==> config.mk <==
export PLATFORM = sky130hd
export DESIGN_NAME = bank_slot_sched
export DESIGN_NICKNAME = d
export VERILOG_FILES = /design/src/rtl/bank_slot_pkg.sv /design/src/rtl/slot_count_pred.sv /design/src/rtl/slot_arbiter.sv /design/src/rtl/slot_tracker.sv /design/src/rtl/bank_slot_sched.sv
export SDC_FILE = /design/constraint.sdc
export NUM_CORES = 1
export LEC_CHECK = 0
export BUFFER_PORTS_ARGS = -buffer_cell sky130_fd_sc_hd__buf_4
export CAP_MARGIN = 20
export CORE_ASPECT_RATIO = 0.9
export CORE_MARGIN = 3
export CORE_UTILIZATION = 48
export DETAILED_ROUTE_END_ITERATION = 6
export GPL_TIMING_DRIVEN = 0
export PLACE_DENSITY = 0.77
export SKIP_LAST_GASP = 1
export SLEW_MARGIN = 20
export SYNTH_ARGS = -nofsm -noshare
export SYNTH_HDL_FRONTEND = slang
export SYNTH_SLANG_ARGS = --single-unit
export TNS_END_PERCENT = 10
==> constraint.sdc <==
create_clock -name clk -period 2.8 [get_ports clk]
set_clock_uncertainty 0.1 [all_clocks]
set_input_delay 0.42 -clock clk [delete_from_list [all_inputs] [get_ports clk]]
set_output_delay 0.42 -clock clk [all_outputs]
set_load 0.05 [all_outputs]
==> src/rtl/bank_slot_pkg.sv <==
// Shared constants and types for the bank conflict slot scheduler.
// Access slot order is also grant priority: fetch, data bus, program bus.
package bank_slot_pkg;
    localparam int NUM_ACC   = 3;
    localparam int ACC_FETCH = 0;
    localparam int ACC_DBUS  = 1;
    localparam int ACC_PBUS  = 2;
    localparam int CNT_W     = $clog2(NUM_ACC + 1);

    typedef logic [NUM_ACC-1:0] acc_vec_t;
endpackage

==> src/rtl/slot_count_pred.sv <==
// Predicts the cycle count of one instruction: the size of the largest
// group of needed accesses that share one bank, at least one.
// Assumes the need and bank vectors are valid for the instruction being captured.
module slot_count_pred
    import bank_slot_pkg::*;
#(
    parameter int BANK_W = 2
) (
    input  acc_vec_t                          need,
    input  logic [NUM_ACC-1:0][BANK_W-1:0]    bank,
    output logic [CNT_W-1:0]                  cnt
);
    // Largest same-bank group among needed accesses, with a floor of one.
    always_comb begin
        logic [CNT_W-1:0] best;
        logic [CNT_W-1:0] grp;
        best = CNT_W'(1);
        for (int i = 0; i < NUM_ACC; i++) begin
            grp = '0;
            for (int j = 0; j < NUM_ACC; j++) begin
                if (need[i] && need[j] && bank[j] == bank[i]) begin
                    grp = grp + CNT_W'(1);
                end
            end
            if (grp > best) begin
                best = grp;
            end
        end
        cnt = best;
    end
endmodule

==> src/rtl/slot_arbiter.sv <==
// Fixed-priority, bank-aware grant logic for one cycle. A pending access
// is granted unless a higher-priority access granted this cycle uses its bank.
// Assumes index 0 has the highest priority.
module slot_arbiter
    import bank_slot_pkg::*;
#(
    parameter int BANK_W = 2
) (
    input  logic                              clk,
    input  logic                              rst_n,
    input  acc_vec_t                          pend,
    input  logic [NUM_ACC-1:0][BANK_W-1:0]    bank,
    output acc_vec_t                          grant
);
    // Walk the slots in priority order, blocking on banks already taken.
    always_comb begin
        grant = '0;
        for (int i = 0; i < NUM_ACC; i++) begin
            grant[i] = pend[i];
            for (int j = 0; j < NUM_ACC; j++) begin
                if (j < i && grant[j] && bank[j] == bank[i]) begin
                    grant[i] = 1'b0;
                end
            end
        end
    end

    AST_NO_BANK_CLASH_FD: assert property (@(posedge clk) disable iff (!rst_n)
        (grant[ACC_FETCH] && grant[ACC_DBUS]) |-> (bank[ACC_FETCH] != bank[ACC_DBUS]));
    AST_NO_BANK_CLASH_FP: assert property (@(posedge clk) disable iff (!rst_n)
        (grant[ACC_FETCH] && grant[ACC_PBUS]) |-> (bank[ACC_FETCH] != bank[ACC_PBUS]));
    AST_NO_BANK_CLASH_DP: assert property (@(posedge clk) disable iff (!rst_n)
        (grant[ACC_DBUS] && grant[ACC_PBUS]) |-> (bank[ACC_DBUS] != bank[ACC_PBUS]));
    AST_GRANT_FROM_PEND: assert property (@(posedge clk) disable iff (!rst_n)
        (grant & ~pend) == '0);
endmodule

==> src/rtl/slot_tracker.sv <==
// Holds the state of one instruction: which accesses are still pending,
// their banks and the predicted cycle count. Accepts a start only when idle.
// Assumes grant comes from slot_arbiter working on pend_o and bank_o.
module slot_tracker
    import bank_slot_pkg::*;
#(
    parameter int BANK_W = 2
) (
    input  logic                              clk,
    input  logic                              rst_n,
    input  logic                              start,
    input  acc_vec_t                          need,
    input  logic [NUM_ACC-1:0][BANK_W-1:0]    bank_in,
    input  logic [CNT_W-1:0]                  cnt_pred,
    input  acc_vec_t                          grant,
    output logic                              active_o,
    output acc_vec_t                          pend_o,
    output logic [NUM_ACC-1:0][BANK_W-1:0]    bank_o,
    output logic [CNT_W-1:0]                  cycles_o,
    output logic                              done_o
);
    logic             accept;
    logic [CNT_W-1:0] elapsed_q;

    assign accept = start && !active_o;
    assign done_o = active_o && ((pend_o & ~grant) == '0);

    // Capture a new instruction or retire granted accesses.
    always_ff @(posedge clk) begin
        if (!rst_n) begin
            active_o <= 1'b0;
            pend_o   <= '0;
            bank_o   <= '0;
            cycles_o <= '0;
        end else if (accept) begin
            active_o <= 1'b1;
            pend_o   <= need;
            bank_o   <= bank_in;
            cycles_o <= cnt_pred;
        end else if (active_o) begin
            pend_o <= pend_o & ~grant;
            if (done_o) begin
                active_o <= 1'b0;
            end
        end
    end

    // Cycle counter of the running instruction, for the count check.
    always_ff @(posedge clk) begin
        if (!rst_n) begin
            elapsed_q <= '0;
        end else if (accept) begin
            elapsed_q <= CNT_W'(1);
        end else if (active_o && !done_o) begin
            elapsed_q <= elapsed_q + CNT_W'(1);
        end
    end

    AST_CYCLE_MATCH: assert property (@(posedge clk) disable iff (!rst_n)
        done_o |-> (elapsed_q == cycles_o));
    AST_DONE_DROPS_BUSY: assert property (@(posedge clk) disable iff (!rst_n)
        done_o |=> !active_o);
    AST_START_IGNORED: assert property (@(posedge clk) disable iff (!rst_n)
        (start && active_o) |=> $stable(cycles_o));
    AST_NO_REGRANT: assert property (@(posedge clk) disable iff (!rst_n)
        active_o |=> ((grant & $past(grant)) == '0));
endmodule

==> src/rtl/bank_slot_sched.sv <==
// Top of the bank conflict slot scheduler. Captures one instruction's
// access descriptors on an idle start, then grants the accesses over as
// many cycles as the bank sharing demands, pulsing done in the last one.
// Assumes the fetch need is already cleared by the caller on a cache hit.
module bank_slot_sched
    import bank_slot_pkg::*;
#(
    parameter int BANK_W = 2
) (
    input  logic              clk,
    input  logic              rst_n,
    input  logic              start_i,
    input  logic              fetch_need_i,
    input  logic [BANK_W-1:0] fetch_bank_i,
    input  logic              dbus_need_i,
    input  logic [BANK_W-1:0] dbus_bank_i,
    input  logic              pbus_need_i,
    input  logic [BANK_W-1:0] pbus_bank_i,
    output logic              busy_o,
    output logic              grant_fetch_o,
    output logic              grant_dbus_o,
    output logic              grant_pbus_o,
    output logic              done_o,
    output logic [CNT_W-1:0]  cycles_o
);
    acc_vec_t                        need_in;
    logic [NUM_ACC-1:0][BANK_W-1:0]  bank_in;
    logic [CNT_W-1:0]                cnt_pred;
    acc_vec_t                        pend;
    logic [NUM_ACC-1:0][BANK_W-1:0]  bank_q;
    acc_vec_t                        grant;
    logic                            active;

    // Pack the descriptors into priority-ordered slots.
    always_comb begin
        need_in            = '0;
        need_in[ACC_FETCH] = fetch_need_i;
        need_in[ACC_DBUS]  = dbus_need_i;
        need_in[ACC_PBUS]  = pbus_need_i;
        bank_in            = '0;
        bank_in[ACC_FETCH] = fetch_bank_i;
        bank_in[ACC_DBUS]  = dbus_bank_i;
        bank_in[ACC_PBUS]  = pbus_bank_i;
    end

    slot_count_pred #(.BANK_W(BANK_W)) pred_i (
        .need (need_in),
        .bank (bank_in),
        .cnt  (cnt_pred)
    );

    slot_tracker #(.BANK_W(BANK_W)) track_i (
        .clk      (clk),
        .rst_n    (rst_n),
        .start    (start_i),
        .need     (need_in),
        .bank_in  (bank_in),
        .cnt_pred (cnt_pred),
        .grant    (grant),
        .active_o (active),
        .pend_o   (pend),
        .bank_o   (bank_q),
        .cycles_o (cycles_o),
        .done_o   (done_o)
    );

    slot_arbiter #(.BANK_W(BANK_W)) arb_i (
        .clk   (clk),
        .rst_n (rst_n),
        .pend  (pend),
        .bank  (bank_q),
        .grant (grant)
    );

    assign busy_o        = active;
    assign grant_fetch_o = grant[ACC_FETCH];
    assign grant_dbus_o  = grant[ACC_DBUS];
    assign grant_pbus_o  = grant[ACC_PBUS];

    AST_GRANT_ONLY_BUSY: assert property (@(posedge clk) disable iff (!rst_n)
        (grant_fetch_o || grant_dbus_o || grant_pbus_o) |-> busy_o);
    AST_START_RAISES_BUSY: assert property (@(posedge clk) disable iff (!rst_n)
        (start_i && !busy_o) |=> busy_o);
    AST_FETCH_PRIORITY: assert property (@(posedge clk) disable iff (!rst_n)
        (grant_dbus_o && busy_o) |-> !(pend[ACC_FETCH] && !grant_fetch_o
                                        && bank_q[ACC_FETCH] == bank_q[ACC_DBUS]));
endmodule

==> results of run 1 <==
[cells in the final DEF (no fill, tap or decap), types with 2 or more instances in the layout]
cell type and n:
nand2_1 19, inv_1 12, dfxtp_1 12, and3_1 2
inv_2 2, clkbuf_4 3, buf_8 2, ha_1 11
nor2b_1 3, xnor2_1 7, xor2_1 4, o21ai_1 2
a21oi_1 2, mux2_2 2, nand3_1 3, a21oi_2 2
buf_4 24, o211a_1 2, nor2_1 2, xnor2_2 3
clkbuf_1 2, a21boi_0 6, buf_6 2
[worst max-delay path by stage]
| stage | slack [ns] | start | end | cells past startpoint |
|---|---|---|---|---|
| global route | -0.16 | dbus_bank_i[0] | track_i.cycles_o[0] | 17 |
| CTS | -0.06 | fetch_bank_i[0] | track_i.cycles_o[0] | 15 |
| global placement | -0.35 | fetch_bank_i[1] | track_i.cycles_o[0] | 15 |
| detailed placement | -0.49 | fetch_bank_i[1] | track_i.cycles_o[0] | 15 |
| floorplan | -0.05 | fetch_bank_i[1] | track_i.cycles_o[0] | 14 |
| finish | -0.05 | dbus_bank_i[0] | track_i.cycles_o[0] | 15 |
[per-stage QoR]
stage          total power (uW)  cells
3_5_place_dp              375.4    157
6_report                  549.1    171
5_1_grt                   582.7    171
3_3_place_gp              366.8    157
2_1_floorplan             320.2    115
4_1_cts                   534.1    170
[timing repair]
item,in CTS,in global routing
pin swaps,9,9
setup buffers,9,1
gates resized for setup,12,9
endpoints found under the setup margin,1,1
endpoints found under the hold margin,0,0
[routing by layer]
layer,vias up,track usage,share of wire
li1,448,-,-
met1,424,0.2022,0.40
met2,25,0.3589,0.52
met3,5,0.06116,0.061
met4,0,0.07653,0.014
met5,-,0,0
[flip-flops by register name (all words and copies together), names as in the netlist]
name and cells:
track_i.pend_o 3, track_i.active_o 1, track_i.cycles_o 2, track_i.bank_o 6
[final cells by class]
type	instances	area [sq um]	share of cell area
Clock buffer	4	36.28	0.02738
Timing Repair Buffer	28	232.7	0.1756
Tap cell	24	30.03	0.02266
Multi-Input combinational cell	87	725.7	0.5477
Inverter	14	52.55	0.03966
Buffer	2	7.507	0.005666
Sequential cell	12	240.2	0.1813
[worst max-delay path: stages]
cell,delay [ns]
buf_6,0.10
xnor2_2,0.15
nand4_1,0.18
ha_1,0.34
nand2b_4,0.15
mux2i_4,0.17
inv_2,0.08
ha_4,0.23
a21oi_2,0.14
mux2i_2,0.26
ha_1,0.16
inv_1,0.05
o22ai_2,0.16
o21ai_1,0.10
a41o_1,0.20
[power groups by stage]
| stage | logic [uW] | clock network [uW] | registers [uW] |
|---|---|---|---|
| finish | 216 | 137 | 195 |
| global route | 232 | 154 | 197 |
| CTS | 199 | 140 | 195 |
| detailed placement | 176 | 0 | 199 |
| global placement | 168 | 0 | 198 |
| floorplan | 102 | 0 | 219 |
[cell families after synthesis]
family | count (synthesis) | share of synthesized area
AOI/OAI and AO/OA | 20 | 0.1474
xor gates and xnor gates | 14 | 0.1289
adders and majority gates | 12 | 0.1579
buffers and inverters | 16 | 0.06316
DFF | 12 | 0.2526
muxes | 5 | 0.05921
and+or+nand+nor | 36 | 0.1908
==> run metrics, run 1 <==
Initial DRC Count 13; category of the most critical setup path in2reg; Int Power 361.8 uW; syn_area_per_cell 8.269 sq um; Clock Tree Buf Depth 2; final slew viol count 0; final critical-path setup slack -0.04618 ns; initial antenna violation count 0; WP data arrival 2.92 ns; Skew-Pair Late Insertion Delay 0.27 ns; most frequent cells after synthesis nand2_1, inv_1, dfxtp_1, ha_1, xnor2_1; cell taking the most area after synthesis dfxtp_1; CP Max Fanout 3; H-tree levels 1; # clock sinks 12; Layout area overhead 39.34%; Avg WL per Cell 13.54 microns; RSZ-0062 raised after global routing true; Flop pwr share 0.356; Die Width 52.92 microns; # rows 14; num ports 19; drt drc 0; Period minus WS final 2.846 ns; top cells by area, synth dfxtp_1, ha_1, xnor2_1, nand2_1, inv_1; Nets 172; dpl hpwl 1682 microns; hold_buf cts 0; Max-Cap Viols 0; final instance area 1325 sq um; Gate power share 0.394; Max Clock Freq 351.3 MHz; Total Wirelength 2316 microns; post-route setup TNS -0.04618 ns; post-synthesis sequential area ratio 0.2526; initial core utilization 0.5375; Routed Antenna Nets 0; Avg Vias per Cell 5.275; DR pass1 iterations 4; sw frac 0.3411; filler cell count 133; CTS tree yes; Hold Path Sink track_i.bank_o[3]; syn nets 139; fin crit share 1.016; Max-Slew Margin vs Limit 0.7240; switching power of the nets 187.3 uW; post-synth top area share 0.2526; GRT overflow 0; final RePlAce weighted congestion 0.6827; r2r setup slk 1.27 ns; Final Hold Fails 0; largest net degree at the start of global routing 11; Die ar. 2552 sq um; Async S/R FF share, synth 0; hold crit path type in2reg; Total GRT Usage 0.1909; Clock power frac 0.250; die span in y 48.23 microns; Antenna Cells 0; most common cell in the synthesized netlist nand2_1; Post-synth EDFFs 0; Root Driver clkbuf_4; CP Capture Type flop; vias in the first global route 867; P per Cell Area 414.4 nW/um^2; Cell variety after synth 29; Synth Cell Area 950.9 sq um; Synth Register Bits 12; cells after synthesis 115; Setup-failing EPs final 1; startpoint types input pin; yosys warns 0; placed cell areas 1120 sq um; Worst R2R Start track_i.active_o; VDD IR-drop max 0.4160 mV; Min-Delay Path Depth 3; leakage 0.0006330 uW; core area 1769 sq um; final core occ 0.7489; TritonCTS Buffers 3; worst hold margin 0.3094 ns; worst slack, placed -0.4882 ns; top_reg_cell synth dfxtp_1; Reg clk slew, reported paths 0.08 ns; share of layout cells above drive strength 1 0.3265; Buffers on Ports 18; R2R depth 4; worst slew pin tran 0.4139 ns; hold path start dbus_bank_i[1]; Vias 902; FF-to-FF End track_i.pend_o[2]; Data required, critical path 2.87 ns; first-pass GRT wire length 3450 microns; outcome complete, but fails checks; failing checks setup timing
No activity file was read; power rests on OpenSTA's default activity.
==> inputs of run 2 (changes only) <==
--- a/config.mk
+++ b/config.mk
@@ -9,13 +9,14 @@
 export CAP_MARGIN = 20
 export CORE_ASPECT_RATIO = 0.9
 export CORE_MARGIN = 3
-export CORE_UTILIZATION = 48
+export CORE_UTILIZATION = 55
 export DETAILED_ROUTE_END_ITERATION = 6
 export GPL_TIMING_DRIVEN = 0
-export PLACE_DENSITY = 0.77
+export PLACE_DENSITY = 0.82
 export SKIP_LAST_GASP = 1
 export SLEW_MARGIN = 20
 export SYNTH_ARGS = -nofsm -noshare
 export SYNTH_HDL_FRONTEND = slang
+export SYNTH_HIERARCHICAL = 1
 export SYNTH_SLANG_ARGS = --single-unit
 export TNS_END_PERCENT = 10
==> constraint.sdc (replaced) <==
create_clock -name clk -period 3.13 [get_ports clk]
set_clock_uncertainty 0.1 [all_clocks]
set_input_delay 0.4695 -clock clk [delete_from_list [all_inputs] [get_ports clk]]
set_output_delay 0.4695 -clock clk [all_outputs]
set_load 0.05 [all_outputs]
==> run metrics, run 2 <==
top cells by area, synth dfxtp_1, ha_1, a21boi_2, nand2_1, xor2_1; outcome complete, but fails checks; placed cell areas 1276 sq um (+14%); H-tree levels 1 (unchanged); final instance area 1418 sq um (+7.0%); Top reg by flops track_i/bank_o; vias in the first global route 901 (+3.9%); Synth Register Bits 12 (unchanged); category of the most critical setup path in2reg; Clock power frac 0.237 (-0.013); first-pass GRT wire length 3657 microns (+6.0%); VDD IR-drop max 0.3396 mV (-18%); Max Clock Freq 288.1 MHz; core area 1769 sq um (unchanged); Reg clk slew, reported paths 0.08 ns (about the same); Layout area overhead 30.08%; Cell variety after synth 36 (+24%); RSZ-0062 raised after global routing true; most frequent cells after synthesis nand2_1, inv_1, dfxtp_1, ha_1; Root Driver clkbuf_4; final RePlAce weighted congestion 0.7879 (+15%); switching power of the nets 197.5 uW (+5.5%); Skew-Pair Late Insertion Delay 0.27 ns (about the same); Worst R2R Start track_i/bank_o[1]; most common cell in the synthesized netlist nand2_1; # clock sinks 12 (unchanged); max FFs per register 6 (unchanged); WP data arrival 3.59 ns (+0.67 ns); registers with the most flip-flops track_i/bank_o: 6 flops, track_i/pend_o: 3 flops, track_i/cycles_o: 2 flops; Period minus WS final 3.471 ns; worst slew pin tran 0.5070 ns (+0.09310 ns); Post-synth EDFFs 0 (unchanged); sw frac 0.3735 (+0.03243); Critical Path Start fetch_bank_i[1]; FF/Latch Area 240.2 sq um (unchanged); die span in y 48.23 microns (about the same); cell taking the most area after synthesis dfxtp_1; final critical-path setup slack -0.3408 ns (-0.2946 ns); hold path start track_i/cycles_o[0]; Clock Tree Buf Depth 2 (unchanged); fin crit share 1.109; post-route setup TNS -0.3408 ns (-0.2946 ns); dpl hpwl 1800 microns (+7.0%); post-synth top area share 0.2204 (-0.03220); Antenna Cells 0 (unchanged); top_reg_cell synth dfxtp_1; Synth Cell Area 1090 sq um (+15%); Max-Slew Margin vs Limit 0.6595 (-0.06450); Initial DRC Count 29 (+16); hold_buf cts 0 (unchanged); Routed Antenna Nets 0 (unchanged); share of layout cells above drive strength 1 0.3478 (+0.02130); Flop pwr share 0.328 (-0.028); Total GRT Usage 0.1976 (+0.006743); Min-Delay Path Depth 2 (-1); largest net degree at the start of global routing 11 (unchanged); most frequent cells in the layout buf_4, nand2_1, inv_1; Total Wirelength 2795 microns (+21%); area of the multi-input gates 823.3 sq um (+13%); CTS tree yes; GRT overflow 0 (unchanged); final slew viol count 0 (unchanged); Int Power 331.2 uW (-8.4%); post-synthesis sequential area ratio 0.2204 (-0.03220); r2r setup slk 1.42 ns (+0.15 ns); filler cell count 112 (-16%); Vias 1030 (+14%); Nets 186 (+8.1%); P per Cell Area 373.0 nW/um^2 (-10%); Avg Vias per Cell 5.568 (+5.5%); yosys warns 6 (+6); # rows 14 (unchanged); cells after synthesis 135 (+17%); num ports 19 (unchanged); TritonCTS Buffers 3 (unchanged); leakage 0.0006413 uW (+1.3%); hold crit path type reg2reg; Die ar. 2552 sq um (about the same); R2R depth 6 (+2); initial core utilization 0.6160 (+0.07850); initial antenna violation count 0 (unchanged); Final Hold Fails 0 (unchanged); CP Max Fanout 3 (unchanged); Post-Layout Cell Count 185 (+8.2%); Async S/R FF share, synth 0 (unchanged); Avg WL per Cell 15.11 microns (+12%); dpl cells 177 (+13%); Gate power share 0.435 (+0.041); Setup-failing EPs final 1 (unchanged); startpoint types input pin; Die Width 52.92 microns (about the same); syn_area_per_cell 8.073 sq um (-2.4%); failing checks setup timing; Buffers on Ports 18 (unchanged); DR pass1 iterations 5 (+1); Max-Cap Viols 0 (unchanged); Data required, critical path 3.25 ns (+0.38 ns); CP Capture Type flop; drt drc 0 (unchanged); syn nets 159 (+14%)
[run 2: cells by family after synthesis]
kind of cell	Yosys count	synth area share
and+or+nand+nor	42	0.1883
AOI/OAI and AO/OA	29	0.2170
buffers and inverters	24	0.1045
xor gates and xnor gates	14	0.1125
adders and majority gates	12	0.1378
DFF	12	0.2204
muxes	2	0.01952
[run 2: metrics by stage]
step | worst slack, ns | util | hold slack [ns] | total power, uW
after floorplan | -0.1312 | - | 0.3492 | 320.2
after global placement | -0.4593 | 0.7214 | 0.3543 | 365.5
after detailed placement | -0.5666 | 0.7214 | 0.3589 | 373.5
after CTS | -0.2586 | 0.7504 | 0.3697 | 498.7
after global routing | -0.5647 | 0.8013 | 0.3681 | 557.8
final | -0.3408 | 0.8013 | 0.3666 | 528.8
[run 2: critical path: stages]
cell	delay [ns]
buf_4	0.14
xnor2_2	0.17
nand4_1	0.14
buf_4	0.17
inv_2	0.05
ha_1	0.13
inv_1	0.05
mux2i_2	0.21
ha_1	0.29
nor2b_4	0.14
o21a_1	0.21
o2bb2ai_2	0.15
or2_1	0.28
ha_4	0.27
inv_1	0.05
o211ai_1	0.17
o31ai_1	0.10
nor3_1	0.22
nand2_1	0.09
a21boi_2	0.11
[run 2: final timing paths]
| kind | endpoint |
|---|---|
| setup reg to reg | track_i/active_o |
| hold reg to reg | track_i/cycles_o[0] |
| hold / removal | track_i/cycles_o[0] |
| setup / recovery | track_i/cycles_o[0] |
[run 2: per-layer routing]
layer	share of wire	global-route usage	up-vias
met5	0	0	-
met4	0.020	0.03061	0
met3	0.064	0.05505	8
met2	0.47	0.3391	38
met1	0.45	0.2560	481
li1	-	-	503
[run 2: layout make-up]
type,count,share of cell area
clock buffers,4,0.02560
plain buffers,6,0.03883
inverters,18,0.04766
well taps,24,0.02118
multi-input cells,99,0.5808
flip-flops and latches,12,0.1695
repair buffers,22,0.1165
[run 2: power by group through the flow]
stage | combinational (uW) | clock, uW | sequential (uW)
2_1_floorplan | 131 | 0 | 189
3_3_place_gp | 189 | 0 | 176
3_5_place_dp | 196 | 0 | 177
4_1_cts | 199 | 126 | 173
5_1_grt | 250 | 133 | 175
6_report | 230 | 125 | 174
[run 2: what timing repair did]
| item | in CTS | in global routing |
|---|---|---|
| resized for setup | 0 | 13 |
| endpoints found under the setup margin | 1 | 1 |
| pin swaps | 2 | 13 |
| buffers inserted | 2 | 2 |
==> inputs of run 3 (changes only) <==
--- a/config.mk
+++ b/config.mk
@@ -13,6 +13,7 @@
 export DETAILED_ROUTE_END_ITERATION = 6
 export GPL_TIMING_DRIVEN = 0
 export PLACE_DENSITY = 0.82
+export REMOVE_ABC_BUFFERS = 1
 export SKIP_LAST_GASP = 1
 export SLEW_MARGIN = 20
 export SYNTH_ARGS = -nofsm -noshare
==> run metrics, run 3 (synthesis gave the netlist of run 2 again) <==
num ports 19 (unchanged); core area 1769 sq um (unchanged); DR pass1 iterations 4 (-1); Final Hold Fails 0 (unchanged); M1 WL 1193 microns (-4.1%); leakage 0.0006287 uW (-2.0%); dpl cells 171 (-3.4%); final critical-path setup slack -0.2737 ns (+0.06707 ns); Top reg by flops track_i/bank_o; Setup-failing EPs final 1 (unchanged); H-tree levels 1 (unchanged); Buffers on Ports 18 (unchanged); first-pass GRT wire length 3857 microns (+5.5%); Die Width 52.92 microns (unchanged); outcome complete, but fails checks; GRT overflow 0 (unchanged); metal2 WL 1403 microns (+6.9%); Vias 1049 (+1.8%); failing checks setup timing; most frequent cells in the layout nand2_1, buf_4, inv_1; wire length on met3 205 microns (+15%); vias in the first global route 938 (+4.1%); category of the most critical setup path in2reg; Avg WL per Cell 15.96 microns (+5.6%); worst slack, placed -0.6890 ns (-0.1224 ns); die span in y 48.23 microns (unchanged); P per Cell Area 361.3 nW/um^2 (-3.1%); VDD IR-drop max 0.2647 mV (-22%); Total Wirelength 2888 microns (+3.3%); Data required, critical path 3.25 ns (about the same); CP Max Fanout 3 (unchanged); Initial DRC Count 36 (+24%); largest net degree at the start of global routing 16 (+5); RSZ-0062 raised after global routing true; Layout area overhead 30.65%; Reg clk slew, reported paths 0.07 ns (about the same); share of layout cells above drive strength 1 0.3758 (+0.02797); worst slew pin tran 0.3947 ns (-0.1123 ns); TritonCTS Buffers 3 (unchanged); hold crit path type in2reg; CP Capture Type flop; drt drc 0 (unchanged); Total GRT Usage 0.2139 (+0.01623); dpl hpwl 1827 microns (+1.5%); Post-Layout Cell Count 181 (-2.2%); # rows 14 (unchanged); most common cell after layout, fill and taps aside nand2_1; WP data arrival 3.52 ns (-0.07 ns); CTS tree yes; Avg Vias per Cell 5.796 (+4.1%); Die ar. 2552 sq um (unchanged); fin crit share 1.087 (-0.02143); # clock sinks 12 (unchanged); highest metal used met4; Skew-Pair Late Insertion Delay 0.28 ns (about the same); final slew viol count 0 (unchanged); startpoint types input pin; Routed Antenna Nets 0 (unchanged); Nets 183 (-1.6%); Pwr Total 514.4 uW (-2.7%); initial core utilization 0.6160 (unchanged); Max Clock Freq 293.8 MHz (+2.0%); Max-Slew Margin vs Limit 0.7350 (+0.07541); Root Driver clkbuf_4; Max-Cap Viols 0 (unchanged); Antenna Cells 0 (unchanged); initial antenna violation count 0 (unchanged); registers with the most flip-flops track_i/bank_o: 6 flops, track_i/pend_o: 3 flops, track_i/cycles_o: 2 flops; worst hold margin 0.3490 ns (-0.01766 ns); final RePlAce weighted congestion 0.8443 (+7.2%); Period minus WS final 3.404 ns (-0.06707 ns); max FFs per register 6 (unchanged); Clock Tree Buf Depth 2 (unchanged)
run 3: worst max-delay path, cell delays in order:
cell       delay (ns)
buf_6            0.11
xnor2_2          0.14
nand4_1          0.19
buf_4            0.21
inv_4            0.06
ha_4             0.11
inv_2            0.03
mux2i_2          0.22
ha_1             0.29
nor2b_4          0.14
o21a_1           0.22
o2bb2ai_2        0.14
or2_4            0.24
ha_4             0.27
inv_2            0.04
o211ai_1         0.17
o31ai_1          0.11
nor3_1           0.15
nand2_1          0.09
a21boi_2         0.12
run 3: layer usage:
metal / vias to the layer above / GRT usage
met5: - / 0
met4: 0 / 0.09184
met3: 13 / 0.05505
met2: 57 / 0.4134
met1: 480 / 0.2241
li1: 499 / -
run 3: worst paths after layout:
check,start,to,slack [ns],cells after the start
worst min register to register,track_i/cycles_o[0],track_i/cycles_o[0],0.37,2
worst max-delay path,dbus_bank_i[1],track_i/cycles_o[0],-0.27,20
worst max register to register,track_i/bank_o[1],track_i/active_o,1.43,6
worst min-delay path,fetch_bank_i[1],track_i/bank_o[1],0.35,3
run 3: cell type report:
type                            instances  area [sq um]
Clock buffer                            3         22.52
Fill cell                             106         345.3
Inverter                               18         70.07
Sequential cell                        12         240.2
Tap cell                               24         30.03
Multi-Input combinational cell         99         850.8
Timing Repair Buffer                   25         210.2
run 3: power breakdown:
group	total (uW)	switching, uW	leakage (uW)	internal, uW
combinational	242	136	0.000516	106
clock	96.2	51.6	0.0000138	44.7
sequential	176	12.4	0.0000986	164
total	514	200	0.000629	315
run 3: what timing repair did:
item                                    in CTS  in global routing
endpoints found under the hold margin        0                  0
hold buffers                                 0                  0
resized for setup                           16                 14
endpoints found under the setup margin       1                  1
pin swaps                                   13                 12
buffers inserted                             6                  1
run 3: stage by stage:
stage / TNS, ns / area, sq um / util
after global placement: -0.5081 / 1209 / 0.6832
final: -0.2737 / 1424 / 0.8048
after detailed placement: -0.6890 / 1209 / 0.6832
after CTS: -0.2464 / 1363 / 0.7702
after floorplan: -0.5132 / 1044 / -
after global routing: -0.4183 / 1424 / 0.8048
